$ cat config.mk
export PLATFORM = sky130hd
export DESIGN_NAME = ffsk_tx_framer
export DESIGN_NICKNAME = d
export VERILOG_FILES = /design/src/rtl/ffsk_tx_pkg.sv /design/src/rtl/ffsk_chk_acc.sv /design/src/rtl/ffsk_tx_hold.sv /design/src/rtl/ffsk_tx_framer.sv
export SDC_FILE = /design/constraint.sdc
export NUM_CORES = 1
export LEC_CHECK = 0
export BUFFER_PORTS_ARGS = -buffer_cell sky130_fd_sc_hd__clkbuf_2
export CORE_ASPECT_RATIO = 0.7
export CORE_MARGIN = 2
export CORE_UTILIZATION = 30
export DETAILED_ROUTE_END_ITERATION = 8
export GPL_TIMING_DRIVEN = 0
export PLACE_DENSITY_LB_ADDON = 0.12
export SLEW_MARGIN = 10
export SYNTH_ARGS = -nofsm -noshare
export SYNTH_HDL_FRONTEND = slang
export SYNTH_HIERARCHICAL = 1
export SYNTH_SLANG_ARGS = --single-unit
$ cat constraint.sdc
create_clock -name clk_i -period 7.8 [get_ports clk_i]
set_clock_uncertainty 0.15 [all_clocks]
set_input_delay 0 -clock clk_i [delete_from_list [all_inputs] [get_ports clk_i]]
set_output_delay 0 -clock clk_i [all_outputs]
set_load 0.02 [all_outputs]
$ cat src/rtl/ffsk_tx_pkg.sv
package ffsk_tx_pkg;
  localparam int CHK_W = 16;
  localparam int REM_W = CHK_W - 1;
  // x^15 implied; x^14 + x^13 + x^11 + x^4 + x^2 + 1
  localparam logic [REM_W-1:0] CRC_POLY = 15'h6815;

  typedef enum logic [1:0] {
    TX_IDLE = 2'd0,
    TX_SEND = 2'd1,
    TX_HANG = 2'd2
  } tx_state_e;
endpackage

$ cat src/rtl/ffsk_chk_acc.sv
module ffsk_chk_acc
  import ffsk_tx_pkg::*;
(
  input  logic             clk_i,
  input  logic             rst_ni,
  input  logic             clr_i,
  input  logic             feed_i,
  input  logic             bit_i,
  output logic [CHK_W-1:0] word_o
);
  logic [REM_W-1:0] rem_q, rem_base, rem_step, rem_adj;
  logic par_q, par_base, fb;

  always_comb begin
    rem_base = clr_i ? '0 : rem_q;
    par_base = clr_i ? 1'b0 : par_q;
    fb       = bit_i ^ rem_base[REM_W-1];
    rem_step = {rem_base[REM_W-2:0], 1'b0} ^ (fb ? CRC_POLY : '0);
  end

  always_ff @(posedge clk_i or negedge rst_ni) begin
    if (!rst_ni) begin
      rem_q <= '0;
      par_q <= 1'b0;
    end else if (feed_i) begin
      rem_q <= rem_step;
      par_q <= par_base ^ bit_i;
    end else begin
      rem_q <= rem_base;
      par_q <= par_base;
    end
  end

  assign rem_adj = {rem_q[REM_W-1:1], ~rem_q[0]};
  assign word_o  = {rem_adj, par_q ^ (^rem_adj)};
endmodule

$ cat src/rtl/ffsk_tx_hold.sv
module ffsk_tx_hold #(
  parameter int DATA_W = 8
) (
  input  logic              clk_i,
  input  logic              rst_ni,
  input  logic              flush_i,
  input  logic              wr_i,
  input  logic [DATA_W-1:0] data_i,
  input  logic              take_i,
  output logic              full_o,
  output logic              avail_o,
  output logic [DATA_W-1:0] data_o
);
  logic              full_q;
  logic [DATA_W-1:0] buf_q;

  always_ff @(posedge clk_i or negedge rst_ni) begin
    if (!rst_ni) begin
      full_q <= 1'b0;
      buf_q  <= '0;
    end else if (flush_i) begin
      full_q <= 1'b0;
    end else if (take_i) begin
      // bypass when empty; refill when full and written together
      if (full_q && wr_i) buf_q <= data_i;
      else                full_q <= 1'b0;
    end else if (wr_i) begin
      buf_q  <= data_i;
      full_q <= 1'b1;
    end
  end

  assign full_o  = full_q;
  assign avail_o = full_q | wr_i;
  assign data_o  = full_q ? buf_q : data_i;
endmodule

$ cat src/rtl/ffsk_tx_framer.sv
module ffsk_tx_framer
  import ffsk_tx_pkg::*;
#(
  parameter int DATA_W = 8
) (
  input  logic              clk_i,
  input  logic              rst_ni,
  input  logic              tx_en_i,
  input  logic              bit_stb_i,
  input  logic              wr_i,
  input  logic [DATA_W-1:0] wr_data_i,
  input  logic              sum_en_i,
  output logic              bit_o,
  output logic              bit_vld_o,
  output logic              empty_o,
  output logic              idle_o
);
  localparam int SH_W  = CHK_W;
  localparam int CNT_W = $clog2(SH_W + 1);
  localparam int IC_W  = $clog2(DATA_W);
  localparam int PAD_W = SH_W - DATA_W + 1;

  tx_state_e         state_q, state_d;
  logic [SH_W-1:0]   sh_q, sh_d;
  logic [CNT_W-1:0]  left_q, left_d;
  logic [IC_W-1:0]   icnt_q, icnt_d;
  logic              span_q, span_d, pend_q, pend_d, sum_q;
  logic              bit_q, vld_q, empty_q, idle_q;
  logic              emit, emit_bit, empty_p, idle_p;
  logic              stb, rise, fall, take, feed, feed_bit;
  logic              hold_full, hold_avail;
  logic [DATA_W-1:0] hold_data;
  logic [CHK_W-1:0]  chk_word;

  assign stb  = bit_stb_i & tx_en_i;
  assign rise = sum_en_i & ~sum_q;
  assign fall = ~sum_en_i & sum_q;

  ffsk_tx_hold #(.DATA_W(DATA_W)) u_hold (
    .clk_i   (clk_i),
    .rst_ni  (rst_ni),
    .flush_i (~tx_en_i),
    .wr_i    (wr_i & tx_en_i),
    .data_i  (wr_data_i),
    .take_i  (take),
    .full_o  (hold_full),
    .avail_o (hold_avail),
    .data_o  (hold_data)
  );

  ffsk_chk_acc u_chk (
    .clk_i  (clk_i),
    .rst_ni (rst_ni),
    .clr_i  (rise),
    .feed_i (feed),
    .bit_i  (feed_bit),
    .word_o (chk_word)
  );

  always_comb begin
    state_d  = state_q;
    sh_d     = sh_q;
    left_d   = left_q;
    icnt_d   = icnt_q;
    span_d   = span_q;
    pend_d   = pend_q | fall;
    emit     = 1'b0;
    emit_bit = bit_q;
    empty_p  = 1'b0;
    idle_p   = 1'b0;
    take     = 1'b0;
    feed     = 1'b0;
    feed_bit = 1'b0;
    if (stb) begin
      if (state_q == TX_HANG) begin
        idle_p  = 1'b1;
        state_d = TX_IDLE;
        icnt_d  = IC_W'(1);
      end else if (state_q == TX_SEND && left_q != '0) begin
        emit     = 1'b1;
        emit_bit = sh_q[SH_W-1];
        sh_d     = {sh_q[SH_W-2:0], 1'b0};
        left_d   = left_q - 1'b1;
        feed     = span_q;
        feed_bit = sh_q[SH_W-1];
      end else if (pend_q | fall) begin
        emit     = 1'b1;
        emit_bit = chk_word[CHK_W-1];
        sh_d     = {chk_word[CHK_W-2:0], 1'b0};
        left_d   = CNT_W'(CHK_W - 1);
        span_d   = 1'b0;
        pend_d   = 1'b0;
        state_d  = TX_SEND;
      end else if (hold_avail) begin
        take     = 1'b1;
        emit     = 1'b1;
        emit_bit = hold_data[DATA_W-1];
        sh_d     = {hold_data[DATA_W-2:0], {PAD_W{1'b0}}};
        left_d   = CNT_W'(DATA_W - 1);
        span_d   = sum_en_i;
        feed     = sum_en_i;
        feed_bit = hold_data[DATA_W-1];
        empty_p  = ~(hold_full & wr_i);
        state_d  = TX_SEND;
      end else if (state_q == TX_SEND) begin
        emit    = 1'b1;
        empty_p = 1'b1;
        state_d = TX_HANG;
      end else if (icnt_q == IC_W'(DATA_W - 1)) begin
        empty_p = 1'b1;
        icnt_d  = '0;
      end else begin
        icnt_d = icnt_q + 1'b1;
      end
    end
  end

  always_ff @(posedge clk_i or negedge rst_ni) begin
    if (!rst_ni) begin
      state_q <= TX_IDLE;
      sh_q    <= '0;
      left_q  <= '0;
      icnt_q  <= '0;
      span_q  <= 1'b0;
      pend_q  <= 1'b0;
      sum_q   <= 1'b0;
      bit_q   <= 1'b0;
      vld_q   <= 1'b0;
      empty_q <= 1'b0;
      idle_q  <= 1'b0;
    end else begin
      sum_q <= sum_en_i;
      if (!tx_en_i) begin
        state_q <= TX_IDLE;
        left_q  <= '0;
        icnt_q  <= '0;
        span_q  <= 1'b0;
        pend_q  <= 1'b0;
        vld_q   <= 1'b0;
        empty_q <= 1'b0;
        idle_q  <= 1'b0;
      end else begin
        state_q <= state_d;
        sh_q    <= sh_d;
        left_q  <= left_d;
        icnt_q  <= icnt_d;
        span_q  <= span_d;
        pend_q  <= pend_d;
        bit_q   <= emit_bit;
        vld_q   <= emit;
        empty_q <= empty_p;
        idle_q  <= idle_p;
      end
    end
  end

  assign bit_o     = bit_q;
  assign bit_vld_o = vld_q;
  assign empty_o   = empty_q;
  assign idle_o    = idle_q;
endmodule

# After elaboration in Yosys (flattened, before gate mapping)
# Cells that the tools add are included.
classes:
  n_eq_ne: 16
  muxes: 83
  bitwise_logic: 16
  reduce_logical: 13
  addsub: 2
op_table:
  columns: ["operator", "n"]
  rows:
  - ["1-bit 2-to-1 mux", 52]
  - ["16-bit 2-to-1 mux", 3]
  - ["15-bit 2-to-1 mux", 3]
  - ["8-bit 2-to-1 mux", 4]
  - ["5-bit 2-to-1 mux", 6]
  - ["3-bit 2-to-1 mux", 8]
  - ["15-bit XOR reduction", 1]
  - ["15-bit bitwise XOR", 1]
  - ["2-bit 2-to-1 mux", 7]
  - ["3-bit inequality test, second input constant", 4]
  - ["3-bit AND reduction", 3]
  - ["4-bit AND reduction", 2]
  - ["3-bit by 1-bit inequality test with 1-bit output, second input constant", 2]
  - ["1-bit AND", 5]
  - ["5-bit by 1-bit inequality test with 1-bit output, second input constant", 1]
  - ["1-bit NOT", 5]
  - ["5-bit AND reduction", 1]
  - ["5-bit nonzero test", 1]
  - ["5-bit by 1-bit subtractor with 5-bit output, second input constant", 1]
  - ["2-bit by 1-bit inequality test with 1-bit output, second input constant", 2]
  - ["2-bit inequality test, second input constant", 2]
  - ["4-bit by 1-bit inequality test with 1-bit output, second input constant", 1]
  - ["3-bit by 1-bit adder with 3-bit output, second input constant", 1]
  - ["3-bit equality test, second input constant", 1]
  - ["other kinds (9)", 13]
word_totals:
  wordCells: 145
  reg_bits: 58
  out_inout_bits: 4
  input_bits: 14

# Logic depth before layout (Yosys ltp)
# Gate-level depths: netlist of the first run.
logic_depth:
  word_depth: 11
  ltp_mapped: 13
  depth_no_buf: 10

# Hierarchy
# Netlist of the first run, hierarchy kept.
modules_own_cells:
  columns: ["module", "seq_area_each_um2", "n_inst", "area_per_inst_um2", "cells_per_inst"]
  rows:
  - ["ffsk_tx_framer", 800.8, 1, 1913.1, 205]
  - ["ffsk_chk_acc", 400.4, 1, 1034.7, 103]
  - ["ffsk_tx_hold", 225.2, 1, 459.2, 33]

# Least setup slack after synthesis of the first run
# OpenSTA, ideal clock, no wires.
synth_timing:
  kind: "reg-to-reg"
  start: "register left_q[0]"
  end: "register u_hold.buf_q[0]"
  stages_incl_launch_ff: 12
  setup_ns: 0.125
  period_less_slack_ns: 2.880
  arrival_time_ns: 2.605
  slack_ns: 4.920
  required_ns: 7.525
  path_buffers: 3
  cell_sequence: "dfrtp_1 > inv_1 > ha_1 > or4b_4 > buf_6 > and2_4 > buf_6 > buf_8 > nor4b_2 > inv_1 > o211ai_4 > mux2_2"
synth_via:
  elab_chain_len: 7
  word_cells_on_any_way: 9
  classes_between: "1 x eq/ne; 4 x mux; 4 x reduce/logical"
synth_rtl:
  columns: ["element", "line", "source"]
  rows:
  - ["from (decl)", "ffsk_tx_framer.sv:25", "logic [CNT_W-1:0] left_q, left_d;"]
  - ["from (signal assigned)", "ffsk_tx_framer.sv:145", "left_q <= left_d;"]
  - ["5-bit nonzero test (*)", "ffsk_tx_framer.sv:79", "end else if (state_q == TX_SEND && left_q != '0) begin"]
  - ["1-bit logical AND (*)", "ffsk_tx_framer.sv:79", null]
  - ["1-bit 2-to-1 mux (*)", "ffsk_tx_framer.sv:79", null]
  - ["1-bit 2-to-1 mux (*)", "ffsk_tx_framer.sv:75", "if (state_q == TX_HANG) begin"]
  - ["1-bit 2-to-1 mux (*)", "ffsk_tx_framer.sv:74", "if (stb) begin"]
  - ["via take", "ffsk_tx_framer.sv:30", "logic stb, rise, fall, take, feed, feed_bit;"]
  - ["2-bit by 1-bit inequality test with 1-bit output (no source line) / 2-bit nonzero test (equally long branches)", null, null]
  - ["3-bit AND reduction (no source line)", null, null]
  - ["to (signal assigned)", "ffsk_tx_hold.sv:25", "if (full_q && wr_i) buf_q <= data_i;"]
  - ["to (signal assigned)", "ffsk_tx_hold.sv:28", "buf_q <= data_i;"]
  - ["to (decl)", "ffsk_tx_hold.sv:15", "logic [DATA_W-1:0] buf_q;"]
# The timed path passes the listed nets; every way through them passes the cells marked *.
# A chain may end at the register's enable or synchronous reset.

# Worst setup path after layout of the first run
layout_timing:
  start: "register left_q[0]"
  end: "register u_chk.rem_q[12]"
layout_via:
  elab_chain_len: 6
layout_rtl:
  columns: ["element", "line", "source"]
  rows:
  - ["5-bit nonzero test", "ffsk_tx_framer.sv:79", null]
  - ["1-bit logical AND", "ffsk_tx_framer.sv:79", null]
  - ["1-bit 2-to-1 mux", "ffsk_tx_framer.sv:79", null]
  - ["1-bit 2-to-1 mux", "ffsk_tx_framer.sv:75", null]
  - ["1-bit 2-to-1 mux", "ffsk_tx_framer.sv:74", null]
  - ["via feed", "ffsk_tx_framer.sv:30", null]
  - ["15-bit 2-to-1 mux", "ffsk_chk_acc.sv:25", "end else if (feed_i) begin"]
  - ["to (signal assigned)", "ffsk_chk_acc.sv:26", "rem_q <= rem_step;"]
  - ["to (signal assigned)", "ffsk_chk_acc.sv:29", "rem_q <= rem_base;"]
  - ["to (decl)", "ffsk_chk_acc.sv:11", "logic [REM_W-1:0] rem_q, rem_base, rem_step, rem_adj;"]
# The timed path passes the listed nets, and every way through them passes these cells.

==> results of run 1 <==
-- metrics by stage --
step | cells | hold WS [ns] | setup WS (ns) | total power, mW | util
2_1_floorplan | 341 | -0.446 | 4.92 | 0.447 | -
3_3_place_gp | 511 | 0.0244 | 4.61 | 0.494 | 0.333
3_5_place_dp | 512 | -0.151 | 4.63 | 0.497 | 0.335
4_1_cts | 541 | 0.0465 | 4.58 | 0.971 | 0.378
5_1_grt | 541 | 0.0608 | 4.40 | 1.01 | 0.378
6_report | 541 | 0.0329 | 4.64 | 0.958 | 0.378
-- cell type report --
type / count / area (sq um)
fill: 1145 / 6870
inverter: 10 / 37.5
multi-input combinational: 238 / 1700
timing repair buffer: 31 / 238
tap: 153 / 191
clock inverter: 6 / 105
buffer: 36 / 240
clock buffer: 10 / 239
sequential: 57 / 1430
-- worst max-delay path, stage by stage, from the launching register on --
cell and delay (ns):
dfrtp_1 0.40, inv_1 0.07, ha_1 0.18, or4b_4 0.51, buf_6 0.17, nand2_1 0.13
buf_2 0.26, nand3_1 0.11, a21oi_1 0.18, buf_2 0.23, buf_2 0.34, mux2i_1 0.24
nor2_1 0.05
-- placed cells by master, fill, tap and decap left out, drive strengths merged, types with 11 or more instances in the layout --
cell type | synthesis | routed
buf | 25 | 26
dfrtp | 57 | 57
clkbuf | 11 | 38
xnor2 | 14 | 14
dlygate4sd3 | 0 | 13
o31ai | 11 | 11
o21ai | 33 | 33
mux2i | 11 | 11
nand2 | 11 | 11
nor2 | 24 | 24
nor2b | 11 | 11
a21oi | 13 | 13
mux2 | 17 | 17
-- layer usage --
| layer | global-route usage | up-vias | part of all wire |
|---|---|---|---|
| met5 | 0 | - | 0 |
| li1 | - | 1293 | - |
| met3 | 0.0396 | 11 | 0.039 |
| met2 | 0.229 | 41 | 0.42 |
| met4 | 0.0516 | 0 | 0.014 |
| met1 | 0.234 | 1329 | 0.53 |
-- final timing paths --
path                                              from                           to  slack (ns)  cells after the start
min                                             rst_ni        left_q[0]$_DFFE_PN0P_        0.03                      2
max reg2reg                      left_q[0]$_DFFE_PN0P_    u_chk/rem_q[12]$_DFF_PN0_        4.64                     12
max in group asynchronous                       rst_ni          sh_q[9]$_DFFE_PN0P_        6.95                      3
max                              left_q[0]$_DFFE_PN0P_    u_chk/rem_q[12]$_DFF_PN0_        4.64                     12
min reg2reg                u_hold/buf_q[2]$_DFFE_PN0P_  u_hold/buf_q[2]$_DFFE_PN0P_        0.35                      1
min in group clk_i                            sum_en_i              sum_q$_DFF_PN0_        0.23                      2
-- logic make-up after synthesis --
logic type,Yosys count
compound gates,99
simple gates,86
flops,57
buf+inv,46
mux,28
xor+xnor,20
fa+ha+maj,5
-- sequential cells by signal (all words and copies together), names as in the netlist --
signal and count:
bit_o 1, bit_vld_o 1, empty_o 1, icnt_q 3, idle_o 1, left_q 5
pend_q 1, sh_q 15, span_q 1, state_q 2, sum_q 1, u_chk/par_q 1
u_chk/rem_q 15, u_hold/buf_q 8, u_hold/full_o 1
-- where the power goes --
group	leakage [nW]	switching, mW	internal [mW]
combinational	0.898	0.0883	0.0643
clock	0.172	0.143	0.319
sequential	0.758	0.0171	0.326
==> results_dict.tcl, run 1 <==
set metrics [dict create \
    path_clk_slew_ns 0.05 \
    dp_hpwl_microns 6320 \
    fin_crit_sh 0.405 \
    crit_required_ns 7.84 \
    dieArea_sq_mm 0.0122 \
    maxCapViolCount 0 \
    ys_types 54 \
    cts-root-buf "clkbuf_16" \
    track_usage 0.159 \
    clock_path_buffers 2 \
    async_flop_share 1.00 \
    htreeDepth 3 \
    cts_tree "done" \
    crit_path_start_kind "flip-flop" \
    antenna_left 0 \
    ys_seq_elements 57 \
    synth_fa_ha_area_frac 0.0184 \
    fin_crit_ns 3.16 \
    worst_slew_pin_slew_ns 0.730 \
    fin_nets 402 \
    synth_area_leaders "dfrtp_1 42%, mux2_2 5.3%, xnor2_1 3.3%" \
    finalSetupTns_ns 0 \
    slew_viol_final 0 \
    post-synth-top-area-cell "dfrtp_1" \
    syn_area_sq_mm 0.00341 \
    slew_headroom 0.509 \
    drt_first_iter_violations 137 \
    place_congestion 0.761 \
    postPlaceCellArea_sq_mm 0.00371 \
    post_drt_wl_per_cell_microns 16.4 \
    crit_fanout 10 \
    clk_latency_ns 0.33 \
    grt_overflow 0 \
    synthSimpleGateAreaFrac 0.140 \
    initial_core_util 0.308 \
    cts_setup_buffers 0 \
    p_leak_nw 1.83 \
    drc 0 \
    die_x_microns 131 \
    avgViaCountPerCell 4.94 \
    hp-class "primary input to asynchronous set/reset pin" \
    clock_sinks 57 \
    yosysTopAreaCellShare 0.419 \
    synth.most_common_cell "dfrtp_1" \
    coreArea_sq_mm 0.0111 \
    synth_nets 360 \
    rows 32 \
    muxShareOfSynthArea 0.0885 \
    status "finished clean" \
    cts-resized-gates 0 \
    powerDensity_mw_per_mm2 229 \
    firstDrtPassIters 4 \
    synth-edff-count 0 \
    synth_top_family_by_area "compound AO/OA/AOI/OAI gates" \
    ir_worst_vdd_mv 0.0933 \
    numCtsBuffers 9 \
    setup_viol 0 \
    synthFlopType "dfrtp_1" \
    stdcell_area_sq_mm 0.00418 \
    cts-hold-fix-buffers 13 \
    drt_wl_total_microns 8890 \
    portBuffers 17 \
    hold_viol 0 \
    syn_area_per_cell_sq_um 9.99 \
    grt_pass1_vias 2732 \
    endpoint_kind "flip-flop" \
    area_growth_pct 22.7 \
    diodes 0 \
    ys_seq_area_frac 0.419 \
    ys_warn_count 6 \
    fmax_mhz 316 \
    num_vias 2674 \
    synthTopCellsByCount "57 x dfrtp_1, 24 x nor2_1, 22 x o21ai_0" \
    grt_max_degree 30 \
    ios 18 \
    synthCells 341 \
    synth_compound_area_frac 0.194 \
    antenna_found_initial 0 \
    worstSetupPathType "flip-flop to flip-flop" \
    rsz0062_at_grt "no" \
    grt_pass1_wl_microns 14900 \
    die_h_microns 93.2 \
    drive_above_1_share 0.240 \
    synth_xor_xnor_area_share 0.0591 \
    arrival_ns 3.21 \
]
No activity file was read; power rests on OpenSTA's default activity.
==> run 2, diff against run 1 <==
--- a/config.mk
+++ b/config.mk
@@ -5,6 +5,7 @@
 export SDC_FILE = /design/constraint.sdc
 export NUM_CORES = 1
 export LEC_CHECK = 0
+export ABC_AREA = 1
 export BUFFER_PORTS_ARGS = -buffer_cell sky130_fd_sc_hd__clkbuf_2
 export CORE_ASPECT_RATIO = 0.7
 export CORE_MARGIN = 2
==> constraint.sdc (replaced) <==
create_clock -name clk_i -period 2.59 [get_ports clk_i]
set_clock_uncertainty 0.15 [all_clocks]
set_input_delay 0 -clock clk_i [delete_from_list [all_inputs] [get_ports clk_i]]
set_output_delay 0 -clock clk_i [all_outputs]
set_load 0.02 [all_outputs]
==> run 2 against run 1 <==
Die area is 7.3% higher. Highest routed layer unchanged. Clock-buffer cell count is 4 higher. Largest cell class unchanged. Setup slack worse by 4.4 ns. Final area is 6.6% higher. Synthesized cell count is 54% higher.
==> results_dict.tcl, run 2 <==
set metrics [dict create \
    status "finished clean" \
    ys_seq_area_frac 0.389 \
    maxCapViolCount 0 \
    slew_viol_final 0 \
    synth-edff-count 0 \
    arrival_ns 2.46 \
    setup_viol 0 \
    cts-root-buf "clkbuf_16" \
    die_h_microns 96.5 \
    fin_nets 588 \
    fmax_mhz 417 \
    hp-class "primary input to asynchronous set/reset pin" \
    coreArea_sq_mm 0.0118 \
    ys_seq_elements 57 \
    instances_no_fill 731 \
    endpoint_kind "flip-flop" \
    numCtsBuffers 9 \
    clock_sinks 57 \
    syn_area_per_cell_sq_um 6.98 \
    drive_above_1_share 0.153 \
    portBuffers 17 \
    crit_fanout 10 \
    dp_hpwl_microns 6760 \
    worstSetupPathType "flip-flop to flip-flop" \
    num_vias 3261 \
    synth_area_leaders "dfrtp_1 39%, nand2_1 24%, nand3_1 7.2%" \
    initial_core_util 0.310 \
    crit_path_start_kind "flip-flop" \
    drc 0 \
    cts_tree "done" \
    path_clk_slew_ns 0.05 \
    drt_first_iter_violations 171 \
    crit_required_ns 2.65 \
    grt_overflow 0 \
    synth_nets 544 \
    clock_path_buffers 2 \
    drt_wl_total_microns 9320 \
    grt_pass1_wl_microns 15600 \
    place_inst 700 \
    post-synth-top-area-cell "dfrtp_1" \
    final_common_cell "nand2_1" \
    crit_path_start "left_q[0]$_DFFE_PN0P_" \
    ios 18 \
    ir_worst_vdd_mv 0.318 \
    diodes 0 \
    final_cell_mix "238 x nand2_1, 57 x dfrtp_1, 53 x nand3_1, 43 x inv_1, 30 x nor2_1" \
    firstDrtPassIters 4 \
    die_x_microns 136 \
    ys_warn_count 6 \
    rows 33 \
    synth.most_common_cell "nand2_1" \
    htreeDepth 3 \
    ys_types 33 \
    antenna_found_initial 0 \
    powerDensity_mw_per_mm2 717 \
    fin_crit_ns 2.40 \
    async_flop_share 1.00 \
    fin_crit_sh 0.926 \
    rsz0062_at_grt "no" \
    cts_setup_buffers 0 \
    yosysTopAreaCellShare 0.389 \
    syn_area_sq_mm 0.00366 \
    hold_viol 0 \
    p_leak_nw 2.37 \
    slew_headroom 0.507 \
    reg.largest.list "sh_q (15), u_chk/rem_q (15), u_hold/buf_q (8)" \
    clk_latency_ns 0.33 \
    antenna_left 0 \
    post_drt_wl_per_cell_microns 12.7 \
    synthTopCellsByCount "239 x nand2_1, 57 x dfrtp_1, 53 x nand3_1" \
    grt_pass1_vias 3140 \
    dieArea_sq_mm 0.0131 \
    worst_slew_pin_slew_ns 0.737 \
    finish.utilization 0.377 \
    synthFlopType "dfrtp_1" \
    timing.rr.start "left_q[0]$_DFFE_PN0P_" \
    grt_max_degree 44 \
    area_growth_pct 21.5 \
    synthCells 525 \
    place_congestion 0.755 \
    avgViaCountPerCell 4.46 \
    track_usage 0.155 \
]
==> run 2: cell count changes after synthesis, moves of 10 or more <==
cell | previous run | this run
nor2b_1 | 11 | 0
o21a_1 | 10 | 0
a21oi_1 | 13 | 2
inv_1 | 9 | 43
mux2i_1 | 11 | 0
nand2_1 | 11 | 239
nand3_1 | 5 | 53
a31oi_1 | 10 | 0
mux2_2 | 16 | 0
==> run 2: metrics by stage <==
stage | instance area (sq um) | power (mW) | setup WS, ns | hold slack [ns] | TNS (ns)
after floorplan | 3660 | 1.72 | 0.325 | -0.446 | 0
after global placement | 3950 | 1.94 | -0.0956 | 0.0381 | -0.673
after detailed placement | 3980 | 1.96 | -0.108 | -0.232 | -0.734
after CTS | 4440 | 3.22 | 0.0285 | 0.0831 | 0
after global routing | 4450 | 3.40 | 0.0154 | 0.107 | 0
final | 4450 | 3.20 | 0.191 | 0.0683 | 0
==> run 2: path summary, 6_finish.rpt <==
kind                                                     to  depth (start not counted)  slack (ns)
worst max-delay path                  u_chk/par_q$_DFF_PN0_                         10        0.19
worst min-delay path            u_hold/buf_q[1]$_DFFE_PN0P_                          3        0.07
worst max register to register        u_chk/par_q$_DFF_PN0_                         10        0.19
worst min register to register  u_hold/buf_q[7]$_DFFE_PN0P_                          2        0.33
max in group asynchronous             left_q[2]$_DFFE_PN0P_                          3        1.18
min in group clk_i                          sum_q$_DFF_PN0_                          2        0.26
==> run 2: metal layers <==
layer  share of wire  global-route usage  wire, microns  up-vias
li1                -                   -              -     1710
met1            0.52               0.220           4870     1476
met2            0.41               0.235           3830       66
met3           0.056              0.0391            525        9
met4          0.0093              0.0391             87        0
met5               0                   0              0        -
==> run 2: cell type report <==
class / count / area, sq um
fill: 1262 / 7350
sequential: 57 / 1430
multi-input combinational: 391 / 1860
clock buffer: 14 / 274
timing repair buffer: 33 / 265
inverter: 50 / 209
buffer: 27 / 191
tap: 157 / 196
clock inverter: 2 / 35.0
==> run 2: power by group <==
| part | total, mW | internal [mW] | switching [mW] | leakage (nW) |
|---|---|---|---|---|
| registers | 1.15 | 1.05 | 0.0996 | 0.759 |
| logic | 0.823 | 0.289 | 0.534 | 1.46 |
| clock network | 1.23 | 0.821 | 0.405 | 0.153 |
| total | 3.20 | 2.16 | 1.04 | 2.37 |
==> run 2: worst max-delay path, cell delays in order, from the launching register on <==
cell	delay [ns]
dfrtp_1	0.39
inv_1	0.11
ha_2	0.24
nand3_4	0.16
nand2_4	0.17
buf_4	0.19
nand4_1	0.12
nand2_1	0.20
clkbuf_2	0.27
nand2_1	0.09
xor2_1	0.17
==> run 2: cells by family (layout without fill, tap and decap cells) <==
group	count (synthesis)	after routing	share of synthesized area
fa+ha+maj	5	5	0.0171
flops	57	57	0.389
buf+inv	77	126	0.108
xor+xnor	11	11	0.0314
compound gates	30	30	0.0492
simple gates	345	345	0.405
==> run 2: what timing repair did <==
action	CTS	global route
setup endpoints to repair	11	24
pin swaps	0	1
resized for setup	3	8
hold buffers	15	0
hold endpoints to repair	74	0
